--- src/rtl/oq_pkg.sv ---
package oq_pkg;
  typedef enum logic [1:0] {
    PF_IDLE = 2'd0,
    PF_WAIT = 2'd1,
    PF_FULL = 2'd2
  } pf_state_e;

  localparam int unsigned ENTRY_BYTES = 4;
endpackage

--- src/rtl/oq_ptrs.sv ---
module oq_ptrs #(
  parameter int unsigned PTR_W = 8
) (
  input  logic             clk_i,
  input  logic             rst_ni,
  input  logic             head_inc_i,
  input  logic             pop_i,
  output logic [PTR_W-1:0] head_o,
  output logic [PTR_W-1:0] tail_o,
  output logic             empty_o
);
  localparam logic [PTR_W-1:0] STEP = PTR_W'(oq_pkg::ENTRY_BYTES);

  logic [PTR_W-1:0] head_q, tail_q;

  always_ff @(posedge clk_i or negedge rst_ni) begin
    if (!rst_ni) begin
      head_q <= '0;
      tail_q <= '0;
    end else begin
      if (head_inc_i) head_q <= head_q + STEP;
      if (pop_i)      tail_q <= tail_q + STEP;
    end
  end

  assign head_o  = head_q;
  assign tail_o  = tail_q;
  assign empty_o = (head_q == tail_q);
endmodule

--- src/rtl/oq_prefetch.sv ---
module oq_prefetch
  import oq_pkg::*;
#(
  parameter int unsigned AW         = 32,
  parameter int unsigned DW         = 32,
  parameter int unsigned LIST_BYTES = 256,
  parameter int unsigned PTR_W      = 8
) (
  input  logic             clk_i,
  input  logic             rst_ni,
  input  logic [AW-1:0]    base_i,
  input  logic [PTR_W-1:0] tail_i,
  input  logic             empty_i,
  input  logic             pop_i,
  input  logic             mem_rvalid_i,
  input  logic [DW-1:0]    mem_rdata_i,
  output logic             mem_req_o,
  output logic [AW-1:0]    mem_addr_o,
  output logic             pf_valid_o,
  output logic [DW-1:0]    pf_data_o
);
  localparam logic [AW-1:0] LIST_OFS = AW'(2 * LIST_BYTES);

  pf_state_e       state_q, state_d;
  logic [DW-1:0]   data_q;

  // level trigger covers both tail-advance and head-advance-while-empty events
  assign mem_req_o  = (state_q == PF_IDLE) && !empty_i;
  assign mem_addr_o = base_i + LIST_OFS + {{(AW-PTR_W){1'b0}}, tail_i};

  always_comb begin
    state_d = state_q;
    unique case (state_q)
      PF_IDLE: if (!empty_i)    state_d = PF_WAIT;
      PF_WAIT: if (mem_rvalid_i) state_d = PF_FULL;
      PF_FULL: if (pop_i)        state_d = PF_IDLE;
      default:                   state_d = PF_IDLE;
    endcase
  end

  always_ff @(posedge clk_i or negedge rst_ni) begin
    if (!rst_ni) begin
      state_q <= PF_IDLE;
      data_q  <= '0;
    end else begin
      state_q <= state_d;
      if (state_q == PF_WAIT && mem_rvalid_i) data_q <= mem_rdata_i;
    end
  end

  assign pf_valid_o = (state_q == PF_FULL);
  assign pf_data_o  = data_q;
endmodule

--- src/rtl/oq_irq.sv ---
module oq_irq (
  input  logic clk_i,
  input  logic rst_ni,
  input  logic nonempty_i,
  input  logic mask_we_i,
  input  logic mask_d_i,
  output logic mask_o,
  output logic status_o,
  output logic irq_o
);
  logic mask_q;

  always_ff @(posedge clk_i or negedge rst_ni) begin
    if (!rst_ni)        mask_q <= 1'b1;
    else if (mask_we_i) mask_q <= mask_d_i;
  end

  assign mask_o   = mask_q;
  assign status_o = nonempty_i;
  assign irq_o    = nonempty_i & ~mask_q;
endmodule

--- src/rtl/oq_read_port.sv ---
module oq_read_port
  import oq_pkg::*;
#(
  parameter int unsigned AW         = 32,
  parameter int unsigned DW         = 32,
  parameter int unsigned LIST_BYTES = 256,
  localparam int unsigned PTR_W     = $clog2(LIST_BYTES)
) (
  input  logic             clk_i,
  input  logic             rst_ni,
  input  logic [AW-1:0]    base_i,
  input  logic             rd_req_i,
  output logic             rd_ack_o,
  output logic [DW-1:0]    rd_data_o,
  input  logic             head_inc_i,
  output logic [PTR_W-1:0] head_ptr_o,
  output logic [PTR_W-1:0] tail_ptr_o,
  output logic             mem_req_o,
  output logic [AW-1:0]    mem_addr_o,
  input  logic             mem_rvalid_i,
  input  logic [DW-1:0]    mem_rdata_i,
  input  logic             mask_we_i,
  input  logic             mask_d_i,
  output logic             irq_mask_o,
  output logic             irq_status_o,
  output logic             irq_o
);
  logic          empty, pop, pf_valid;
  logic [DW-1:0] pf_data;

  // empty read answers at once with no side effect; non-empty waits for prefetch
  assign pop       = rd_req_i && !empty && pf_valid;
  assign rd_ack_o  = rd_req_i && (empty || pf_valid);
  assign rd_data_o = empty ? '1 : pf_data;

  oq_ptrs #(.PTR_W(PTR_W)) u_ptrs (
    .clk_i      (clk_i),
    .rst_ni     (rst_ni),
    .head_inc_i (head_inc_i),
    .pop_i      (pop),
    .head_o     (head_ptr_o),
    .tail_o     (tail_ptr_o),
    .empty_o    (empty)
  );

  oq_prefetch #(
    .AW(AW), .DW(DW), .LIST_BYTES(LIST_BYTES), .PTR_W(PTR_W)
  ) u_prefetch (
    .clk_i        (clk_i),
    .rst_ni       (rst_ni),
    .base_i       (base_i),
    .tail_i       (tail_ptr_o),
    .empty_i      (empty),
    .pop_i        (pop),
    .mem_rvalid_i (mem_rvalid_i),
    .mem_rdata_i  (mem_rdata_i),
    .mem_req_o    (mem_req_o),
    .mem_addr_o   (mem_addr_o),
    .pf_valid_o   (pf_valid),
    .pf_data_o    (pf_data)
  );

  oq_irq u_irq (
    .clk_i      (clk_i),
    .rst_ni     (rst_ni),
    .nonempty_i (!empty),
    .mask_we_i  (mask_we_i),
    .mask_d_i   (mask_d_i),
    .mask_o     (irq_mask_o),
    .status_o   (irq_status_o),
    .irq_o      (irq_o)
  );
endmodule

--- config.mk ---
export PLATFORM = sky130hd
export DESIGN_NAME = oq_read_port
export DESIGN_NICKNAME = d
export VERILOG_FILES = /design/src/rtl/oq_pkg.sv /design/src/rtl/oq_ptrs.sv /design/src/rtl/oq_prefetch.sv /design/src/rtl/oq_irq.sv /design/src/rtl/oq_read_port.sv
export SDC_FILE = /design/constraint.sdc
export NUM_CORES = 1
export LEC_CHECK = 0
export CORE_ASPECT_RATIO = 0.8
export CORE_MARGIN = 1.5
export CORE_UTILIZATION = 40
export CTS_CLUSTER_SIZE = 12
export DETAILED_ROUTE_END_ITERATION = 12
export DONT_BUFFER_PORTS = 1
export PLACE_DENSITY_LB_ADDON = 0.12
export SYNTH_ARGS = -nofsm -noshare
export SYNTH_HDL_FRONTEND = slang
export SYNTH_SLANG_ARGS = --single-unit
--- constraint.sdc ---
create_clock -name clk_i -period 2.5 [get_ports clk_i]
set_clock_uncertainty 0.1 [all_clocks]
set_input_delay 0 -clock clk_i [delete_from_list [all_inputs] [get_ports clk_i]]
set_output_delay 0 -clock clk_i [all_outputs]
set_load 0.03 [all_outputs]
==> results.yml, run 1 <==
status:
  status: "complete, but fails checks"
  violations: "negative setup slack"
floorplan:
  dieArea_mm2: 0.00793
  start_util_pct: 42.1
  fp-row-count: 27
  core_mm2: 0.00703
  fp.dieW_um: 99.2
  io_pins: 156
  die_y_um: 80.0
setup_path:
  critPathTopFamily: "compound AO/OA/AOI/OAI gates"
  crit_type: "flop to output port"
  crit_buf_inv: 3
  slowest_stage: "dfrtp_2"
  critical_path_arrival_ps: 2410
  cp_data_required_time_ps: 2400
  crit_chain: "ha_4 > inv_2 > fa_2 > nand2b_4 > a21o_1 > a211oi_4 > buf_4 > nand3_4 > xnor2_2 > buf_6"
  worstSetupStartpointType: "flop"
  crit_fanout: 4
  critPathCaptureType: "output port"
  max_stage_delay_ps: 390
finish:
  final_util_pct: 62.4
  multi_input_area_mm2: 0.00187
  fillers: 584
  postLayoutCellArea_mm2: 0.00439
  layout-drive-gt1-share_pct: 40.9
  seqCellArea_mm2: 0.00118
  fin_nets: 478
  diodes: 0
  area_delta_synth_final_pct: 48.2
route:
  wl_per_cell_um: 16.1
  drt_wl_total_um: 7830
  vias_per_cell: 5.13
  drc: 0
  vias: 2494
  drt-initial-drc-count: 61
  drtAntennaViolNets: 0
  drt-pass1-iter-count: 4
synth:
  ys_top_cells_by_count: "46 x dfrtp_1, 34 x mux2_2, 32 x nand2b_1"
  syn_avg_cell_area_um2: 10.8
  yosys.area.top_type_share_pct: 38.9
  netlist.top_cell.by_area: "dfrtp_1"
  ys.warnings.count: 0
  synth_area_leaders: "dfrtp_1 39%, mux2_2 13%, xnor2_1 6.8%"
  synth_area_mm2: 0.00296
  ys_types: 43
  seq_area_frac_synth_pct: 39.8
  ys.flop_type: "dfrtp_1"
  ys_ff_latch: 47
  synth_edf_count: 0
  ys_async_sr_fraction_pct: 100
  yosysMostFrequentCell: "dfrtp_1"
  synthCells: 275
sta:
  fin_crit_ps: 2510
  worstMarginPinSlew_ps: 724
  final.period_utilization_pct: 100
  max_freq_mhz: 399
  drv_slew: 0
  max_slew_margin_pct: 51.5
  fin_ws_ps: -8.91
  setup-tns-final_ps: -8.91
  rsz0062_at_grt: "yes"
  setup_violations: 1
  hold_viol: 0
cts:
  path_clk_slew_ps: 80
  clock_sinks: 47
  cts-root-buf: "clkbuf_8"
  h-tree-depth: 2
  clkLatencyLatePin_ps: 300
  cts_max_path_buffers: 2
  cts_made_buffers: 5
  cts_tree: "done"
global_route:
  busiest_layer: "met2"
  grt_pass1_wl_um: 12300
  gr-usage-met1_pct: 25.3
  track_usage_pct: 19.5
  overflow: 0
  grt.met3_usage_pct: 5.08
  grt_pass1_vias: 2498
  antenna_found_initial: 0
  grt_max_degree: 48
  met2_usage_pct: 33.0
place:
  hpwl_um: 5270
  pre_cts_slack_ps: 106
  port_buffers: 0
  place.gp.congestion: 0.809
  place_area_mm2: 0.00362
run:
  cap_violations: 0
power:
  p_leak_uw: 0.00202
  peakVddDrop_mv: 0.754
  powerDensity_mw_per_mm2: 1190
hold_path:
  hp-class: "input pin to output port"
## worst paths after layout
| path | startpoint | end | slack, ps | depth (start not counted) |
|---|---|---|---|---|
| setup / recovery | u_ptrs.tail_o[2]$_DFFE_PN0P_ | mem_addr_o[20] | -9 | 10 |
| hold / removal | base_i[2] | mem_addr_o[2] | 70 | 1 |
| setup reg to reg | u_ptrs.tail_o[2]$_DFFE_PN0P_ | u_ptrs.tail_o[3]$_DFFE_PN0P_ | 360 | 6 |
| hold reg to reg | u_prefetch.pf_data_o[5]$_DFFE_PN0P_ | u_prefetch.pf_data_o[5]$_DFFE_PN0P_ | 400 | 1 |
| max in group asynchronous | rst_ni | u_irq.mask_o$_DFFE_PN1P_ | 1930 | 2 |
| min in group asynchronous | rst_ni | u_prefetch.pf_data_o[24]$_DFFE_PN0P_ | 100 | 2 |
## repair_timing
| action | 4_1_cts | 5_1_grt |
|---|---|---|
| setup buffers | 6 | 6 |
| endpoints found under the setup margin | 16 | 21 |
| resized for setup | 18 | 13 |
| hold buffers | 42 | 0 |
| gates cloned | 0 | 0 |
| hold endpoints to repair | 97 | 0 |
| pin swaps | 10 | 16 |
## worst reg2reg max path, delay by kind of cell (launching register included)
kind | cells | cell delay (ps)
xor+xnor | 1 | 160
buf+inv | 1 | 200
flops | 1 | 430
mux | 1 | 300
simple gates | 3 | 850
## registers in the layout, summed over array words and instances, names as in the netlist
name,flops
u_irq.mask_o,1
u_prefetch.state_q,2
u_prefetch.pf_data_o,32
u_ptrs.head_o,6
u_ptrs.tail_o,6
## area by class of cell
type / instances / area share, %
Clock buffer: 6 / 1.65
Timing Repair Buffer: 127 / 25.5
Inverter: 5 / 0.428
Multi-Input combinational cell: 212 / 42.7
Tap cell: 87 / 2.48
Sequential cell: 47 / 26.9
Clock inverter: 2 / 0.371
## routing by layer
| metal | part of all wire, % | wire (um) |
|---|---|---|
| met1 | 44 | 3440 |
| met5 | 0 | 0 |
| met2 | 48 | 3780 |
| met4 | 0.78 | 61 |
| met3 | 7.0 | 548 |
## through the flow
step	power (uW)	hold WS, ps	cells
2_1_floorplan	3550	-396	278
3_3_place_gp	4460	-395	424
3_5_place_dp	4490	-395	424
4_1_cts	5160	64.2	480
5_1_grt	5540	69.9	486
6_report	5230	67.9	486
## power breakdown
part / internal (uW) / leakage [uW] / total (uW) / switching, uW
logic: 1430 / 0.00142 / 3390 / 1970
clock network: 202 / 0.0000418 / 481 / 279
registers: 1130 / 0.000560 / 1350 / 223
## kinds of logic (layout without fill, tap and decap cells)
group | Yosys count | count (layout) | share of synthesized area [%]
AOI/OAI and AO/OA | 22 | 22 | 5.03
and+or+nand+nor | 98 | 98 | 21.1
other | 1 | 4 | 0.127
muxes | 35 | 35 | 13.4
buffers and inverters | 19 | 140 | 3.46
xor gates and xnor gates | 44 | 44 | 13.0
adders and majority gates | 9 | 9 | 4.06
DFF | 47 | 47 | 39.8
## placed cells by master (no fill, tap or decap), types with 4 or more instances in the layout
| cell | netlist | routed |
|---|---|---|
| dlygate4sd3_1 | 0 | 41 |
| mux2_2 | 34 | 34 |
| inv_1 | 5 | 4 |
| nor2_1 | 8 | 8 |
| nand4_1 | 9 | 9 |
| nand3_2 | 2 | 5 |
| xor2_1 | 21 | 21 |
| nand2_1 | 14 | 13 |
| and3_1 | 4 | 4 |
| ha_1 | 8 | 6 |
| a21oi_1 | 8 | 7 |
| buf_6 | 1 | 6 |
| clkbuf_8 | 0 | 5 |
| buf_4 | 6 | 77 |
| nand2b_1 | 32 | 31 |
| or2b_1 | 4 | 4 |
| dfrtp_1 | 46 | 44 |
| xnor2_2 | 0 | 5 |
| conb_1 | 1 | 4 |
| xnor2_1 | 23 | 17 |
(Power assumes the default switching activity.)
==> inputs of run 2 (changes only) <==
--- a/config.mk
+++ b/config.mk
@@ -5,13 +5,14 @@
 export SDC_FILE = /design/constraint.sdc
 export NUM_CORES = 1
 export LEC_CHECK = 0
+export CAP_MARGIN = 20
 export CORE_ASPECT_RATIO = 0.8
 export CORE_MARGIN = 1.5
 export CORE_UTILIZATION = 40
 export CTS_CLUSTER_SIZE = 12
 export DETAILED_ROUTE_END_ITERATION = 12
 export DONT_BUFFER_PORTS = 1
-export PLACE_DENSITY_LB_ADDON = 0.12
+export MAX_ROUTING_LAYER = met4
 export SYNTH_ARGS = -nofsm -noshare
 export SYNTH_HDL_FRONTEND = slang
 export SYNTH_SLANG_ARGS = --single-unit
==> run 2 against run 1 <==
The flow still finishes with violations (negative setup slack). Utilization is essentially flat. Die area is the same. Sequential share of layout area is essentially flat. Total power grew 0.79%. Critical path type unchanged. Sequential power grew 3%. First-iteration DRC count shrank 28%. Final cell count shrank 0.82%. Register-to-register slack gained 40 ps. Fmax shrank 1.3%. Routed wire length shrank 3.1%. Via count grew 0.36%.
==> results.yml, run 2 (synthesis results as in run 1) <==
status:
  status: "complete, but fails checks"
  violations: "negative setup slack"
setup_path:
  critPathTopFamily: "compound AO/OA/AOI/OAI gates"
  slowest_stage: "dfrtp_2"
  crit_buf_inv: 3
  cp-startpoint: "u_ptrs.tail_o[2]$_DFFE_PN0P_"
  crit_chain: "ha_4 > inv_2 > fa_2 > nand2b_4 > a21o_4 > a211oi_4 > buf_4 > nand3_2 > xnor2_2 > buf_6"
  timing.rr.start: "u_ptrs.tail_o[2]$_DFFE_PN0P_"
  crit_type: "flop to output port"
  max_stage_delay_ps: 390
  r2r_cells: 7
  critPathCaptureType: "output port"
  cp_data_required_time_ps: 2400
  critical_path_arrival_ps: 2440
  cp.depth: 10
  crit_fanout: 4
  worstSetupStartpointType: "flop"
floorplan:
  fp.dieW_um: 99.2
  io_pins: 156
  start_util_pct: 42.1
  fp-row-count: 27
  dieArea_mm2: 0.00793
  die_y_um: 80.0
  core_mm2: 0.00703
power:
  p_leak_uw: 0.00202
  peakVddDrop_mv: 0.792
  powerDensity_mw_per_mm2: 1200
cts:
  cts_made_buffers: 5
  h-tree-depth: 2
  cts_tree: "done"
  cts-root-buf: "clkbuf_8"
  clkLatencyLatePin_ps: 300
  path_clk_slew_ps: 100
  cts_max_path_buffers: 2
  clock_sinks: 47
global_route:
  track_usage_pct: 19.0
  grt_pass1_wl_um: 11800
  grt_pass1_vias: 2465
  antenna_found_initial: 0
  grt_max_degree: 48
  overflow: 0
route:
  wl_per_cell_um: 15.7
  drt-pass1-iter-count: 4
  vias: 2503
  vias_per_cell: 5.19
  drtAntennaViolNets: 0
  drc: 0
  drt-initial-drc-count: 44
  drt_wl_total_um: 7580
place:
  hpwl_um: 4940
  pre_cts_slack_ps: 80.3
  place.gp.congestion: 0.806
  dpl.cell_count: 422
  place_area_mm2: 0.00359
  port_buffers: 0
sta:
  drv_slew: 0
  worstMarginPinSlew_ps: 753
  hold_viol: 0
  fin_ws_ps: -43.0
  setup-tns-final_ps: -59.2
  max_freq_mhz: 393
  fin_crit_ps: 2540
  rsz0062_at_grt: "yes"
  final.period_utilization_pct: 102
  max_slew_margin_pct: 49.5
  setup_violations: 2
run:
  cap_violations: 0
finish:
  final_cell_mix: "76 x buf_4, 45 x dfrtp_1, 41 x dlygate4sd3_1"
  fin_nets: 474
  area_delta_synth_final_pct: 48.1
  diodes: 0
  stdcell_count: 482
  final_util_pct: 62.4
  layout_commonest_cell: "buf_4"
  postLayoutCellArea_mm2: 0.00439
  largest_reg_flops: 32
  layout-drive-gt1-share_pct: 40.3
hold_path:
  hp-class: "input pin to output port"
  hp-start: "base_i[2]"
  whs_path_depth: 1
run 2: final cells by class:
| type | instances | area, um^2 |
|---|---|---|
| Clock buffer | 6 | 82.6 |
| Clock inverter | 2 | 38.8 |
| Multi-Input combinational cell | 212 | 1900 |
| Timing Repair Buffer | 123 | 1060 |
| Fill cell | 574 | 2640 |
| Inverter | 5 | 18.8 |
| Sequential cell | 47 | 1180 |
| Tap cell | 87 | 109 |
run 2: path summary, 6_finish.rpt:
| kind | to | slack, ps |
|---|---|---|
| max | mem_addr_o[20] | -40 |
| min | mem_addr_o[2] | 60 |
| max reg2reg | u_ptrs.tail_o[7]$_DFFE_PN0P_ | 400 |
| min reg2reg | u_prefetch.pf_data_o[17]$_DFFE_PN0P_ | 400 |
| max in group asynchronous | u_irq.mask_o$_DFFE_PN1P_ | 1920 |
| min in group asynchronous | u_prefetch.state_q[1]$_DFFE_PN0P_ | 120 |
run 2: power breakdown:
part | total, uW | switching (uW) | internal [uW] | leakage (uW)
registers | 1390 | 267 | 1130 | 0.000561
logic | 3280 | 1890 | 1390 | 0.00140
clock network | 596 | 267 | 329 | 0.0000618
run 2: stage by stage:
stage	hold slack, ps	power [uW]
floorplan	-396	3550
global placement	-395	4390
detailed placement	-395	4430
CTS	59.6	5170
global route	63.8	5590
finish	59.1	5270
run 2: per-layer routing:
layer	vias up	GRT usage (%)	share of wire (%)
met5	-	-	0
met4	0	3.80	0.70
met3	6	4.99	6.5
met2	99	33.1	53
met1	1228	22.4	40
li1	1170	-	-
run 2: what timing repair did:
item | CTS | global route
gates cloned | 0 | 1
pin swaps | 7 | 15
buffers inserted | 2 | 7
hold endpoints to repair | 97 | 0
gates resized for setup | 12 | 14
hold buffers | 42 | 0
endpoints found under the setup margin | 11 | 25
==> inputs of run 3 (changes only) <==
--- a/config.mk
+++ b/config.mk
@@ -13,6 +13,7 @@
 export DETAILED_ROUTE_END_ITERATION = 12
 export DONT_BUFFER_PORTS = 1
 export MAX_ROUTING_LAYER = met4
+export REMOVE_ABC_BUFFERS = 1
 export SYNTH_ARGS = -nofsm -noshare
 export SYNTH_HDL_FRONTEND = slang
 export SYNTH_SLANG_ARGS = --single-unit
==> run 3 against run 2 <==
The run still ends with negative setup slack left. Sequential share of layout area increased by 0.95 points. Critical path depth is 1 lower. Flip-flop and latch count stayed put. Worst setup slack better by 30 ps. Final cell count down 1.0%. Clock-buffer cell count fell by 1. Register-to-register slack improved by 50 ps. Critical endpoint is now mem_addr_o[30]. Largest power group unchanged.
==> results.yml, run 3 (synthesis results as in run 1) <==
status:
  status: "complete, but fails checks"
  violations: "negative setup slack"
route:
  drt-pass1-iter-count: 4
  vias_per_cell: 5.11
  drt-initial-drc-count: 51
  drc: 0
  wl_per_cell_um: 15.1
  vias: 2439
  drtAntennaViolNets: 0
  drt_wl_total_um: 7210
sta:
  max_freq_mhz: 398
  hold_viol: 0
  fin_ws_ps: -13.1
  fin_crit_ps: 2510
  setup_violations: 2
  worstMarginPinSlew_ps: 758
  rsz0062_at_grt: "yes"
  max_slew_margin_pct: 49.2
  final.period_utilization_pct: 101
  drv_slew: 0
  setup-tns-final_ps: -17.3
global_route:
  grt_pass1_wl_um: 11500
  grt_pass1_vias: 2531
  grt_max_degree: 48
  track_usage_pct: 18.3
  antenna_found_initial: 0
  overflow: 0
finish:
  layout-drive-gt1-share_pct: 38.2
  largest_reg_flops: 32
  fin_nets: 469
  area_delta_synth_final_pct: 43.0
  postLayoutCellArea_mm2: 0.00424
  layout_commonest_cell: "buf_4"
  fillers: 571
  seqCellArea_mm2: 0.00118
  diodes: 0
  multi_input_area_mm2: 0.00181
  final_cell_mix: "73 x buf_4, 45 x dfrtp_1, 40 x dlygate4sd3_1"
cts:
  clkLatencyLatePin_ps: 290
  cts_made_buffers: 5
  path_clk_slew_ps: 90
  clock_sinks: 47
  cts_max_path_buffers: 2
  cts-root-buf: "clkbuf_8"
  h-tree-depth: 2
  cts_tree: "done"
hold_path:
  hp-start: "mem_rvalid_i"
  hp-class: "input pin to flop"
floorplan:
  io_pins: 156
  fp-row-count: 27
  start_util_pct: 42.1
  fp.dieW_um: 99.2
  dieArea_mm2: 0.00793
  core_mm2: 0.00703
  die_y_um: 80.0
place:
  hpwl_um: 5060
  pre_cts_slack_ps: 179
  port_buffers: 0
  place.gp.congestion: 0.865
  place_area_mm2: 0.00354
setup_path:
  cp_data_required_time_ps: 2400
  worstSetupStartpointType: "flop"
  critical_path_arrival_ps: 2410
  timing.rr.start: "u_ptrs.tail_o[2]$_DFFE_PN0P_"
  crit_fanout: 4
  critPathCaptureType: "output port"
  crit_type: "flop to output port"
  cp-startpoint: "u_ptrs.tail_o[2]$_DFFE_PN0P_"
power:
  switchingPower_uw: 2430
  internal-power_uw: 2700
  peakVddDrop_mv: 0.898
  p_leak_uw: 0.00194
  switching_share_pct: 47.4
  p_seq_share_pct: 27.3
  comb_power_share_pct: 63.5
  clock_power_share_pct: 9.2
  powerDensity_mw_per_mm2: 1210
run:
  cap_violations: 0
==> run 3: what timing repair did <==
action,CTS,global route
pin swaps,8,10
endpoints found under the hold margin,96,0
gates resized for setup,10,13
setup buffers,3,4
hold buffers,41,0
setup endpoints to repair,15,20
==> run 3: final cells by class <==
cell class / instances / share of cell area [%]
repair buffers: 118 / 24.3
inverters: 5 / 0.443
multi-input cells: 212 / 42.7
clock inverters: 3 / 0.532
clock buffers: 5 / 1.62
well taps: 87 / 2.57
flip-flops and latches: 47 / 27.8
==> run 3: stage by stage <==
step	hold slack (ps)	cells	util, %	total power, uW
floorplan	-396	264	-	3520
global placement	-394	421	50.3	4410
detailed placement	-394	421	50.3	4470
CTS	66.5	473	58.8	5110
global route	85.7	477	60.3	5440
finish	73.8	477	60.3	5130
==> run 3: final timing paths <==
| path | endpoint | slack, ps | cells after the start |
|---|---|---|---|
| max in group asynchronous | u_irq.mask_o$_DFFE_PN1P_ | 1930 | 2 |
| min in group asynchronous | u_prefetch.pf_data_o[17]$_DFFE_PN0P_ | 80 | 2 |
| max reg2reg | u_ptrs.tail_o[7]$_DFFE_PN0P_ | 450 | 7 |
| max | mem_addr_o[30] | -10 | 9 |
| min reg2reg | u_prefetch.state_q[0]$_DFFE_PN0P_ | 400 | 1 |
| min | u_prefetch.state_q[1]$_DFFE_PN0P_ | 70 | 3 |
==> run 3: critical path: stages (launching register included) <==
cell and delay, ps:
dfrtp_1 370, ha_2 200, inv_2 40, fa_2 340, nand2b_4 160, a21o_4 240
a211oi_4 290, nand4_1 150, xnor2_1 160, buf_4 180
==> run 3: power by group through the flow <==
stage | sequential (uW) | combinational [uW] | clock (uW)
after floorplan | 1490 | 2030 | 0
after global placement | 1390 | 3020 | 0
after detailed placement | 1420 | 3050 | 0
after CTS | 1400 | 3220 | 493
after global routing | 1450 | 3460 | 530
final | 1400 | 3260 | 474
==> run 3: routing by layer <==
| layer | up-vias | track usage, % | routed length (um) |
|---|---|---|---|
| li1 | 1167 | - | - |
| met1 | 1177 | 21.4 | 2980 |
| met2 | 91 | 32.4 | 3690 |
| met3 | 4 | 4.90 | 507 |
| met4 | 0 | 3.10 | 31 |
| met5 | - | - | 0 |
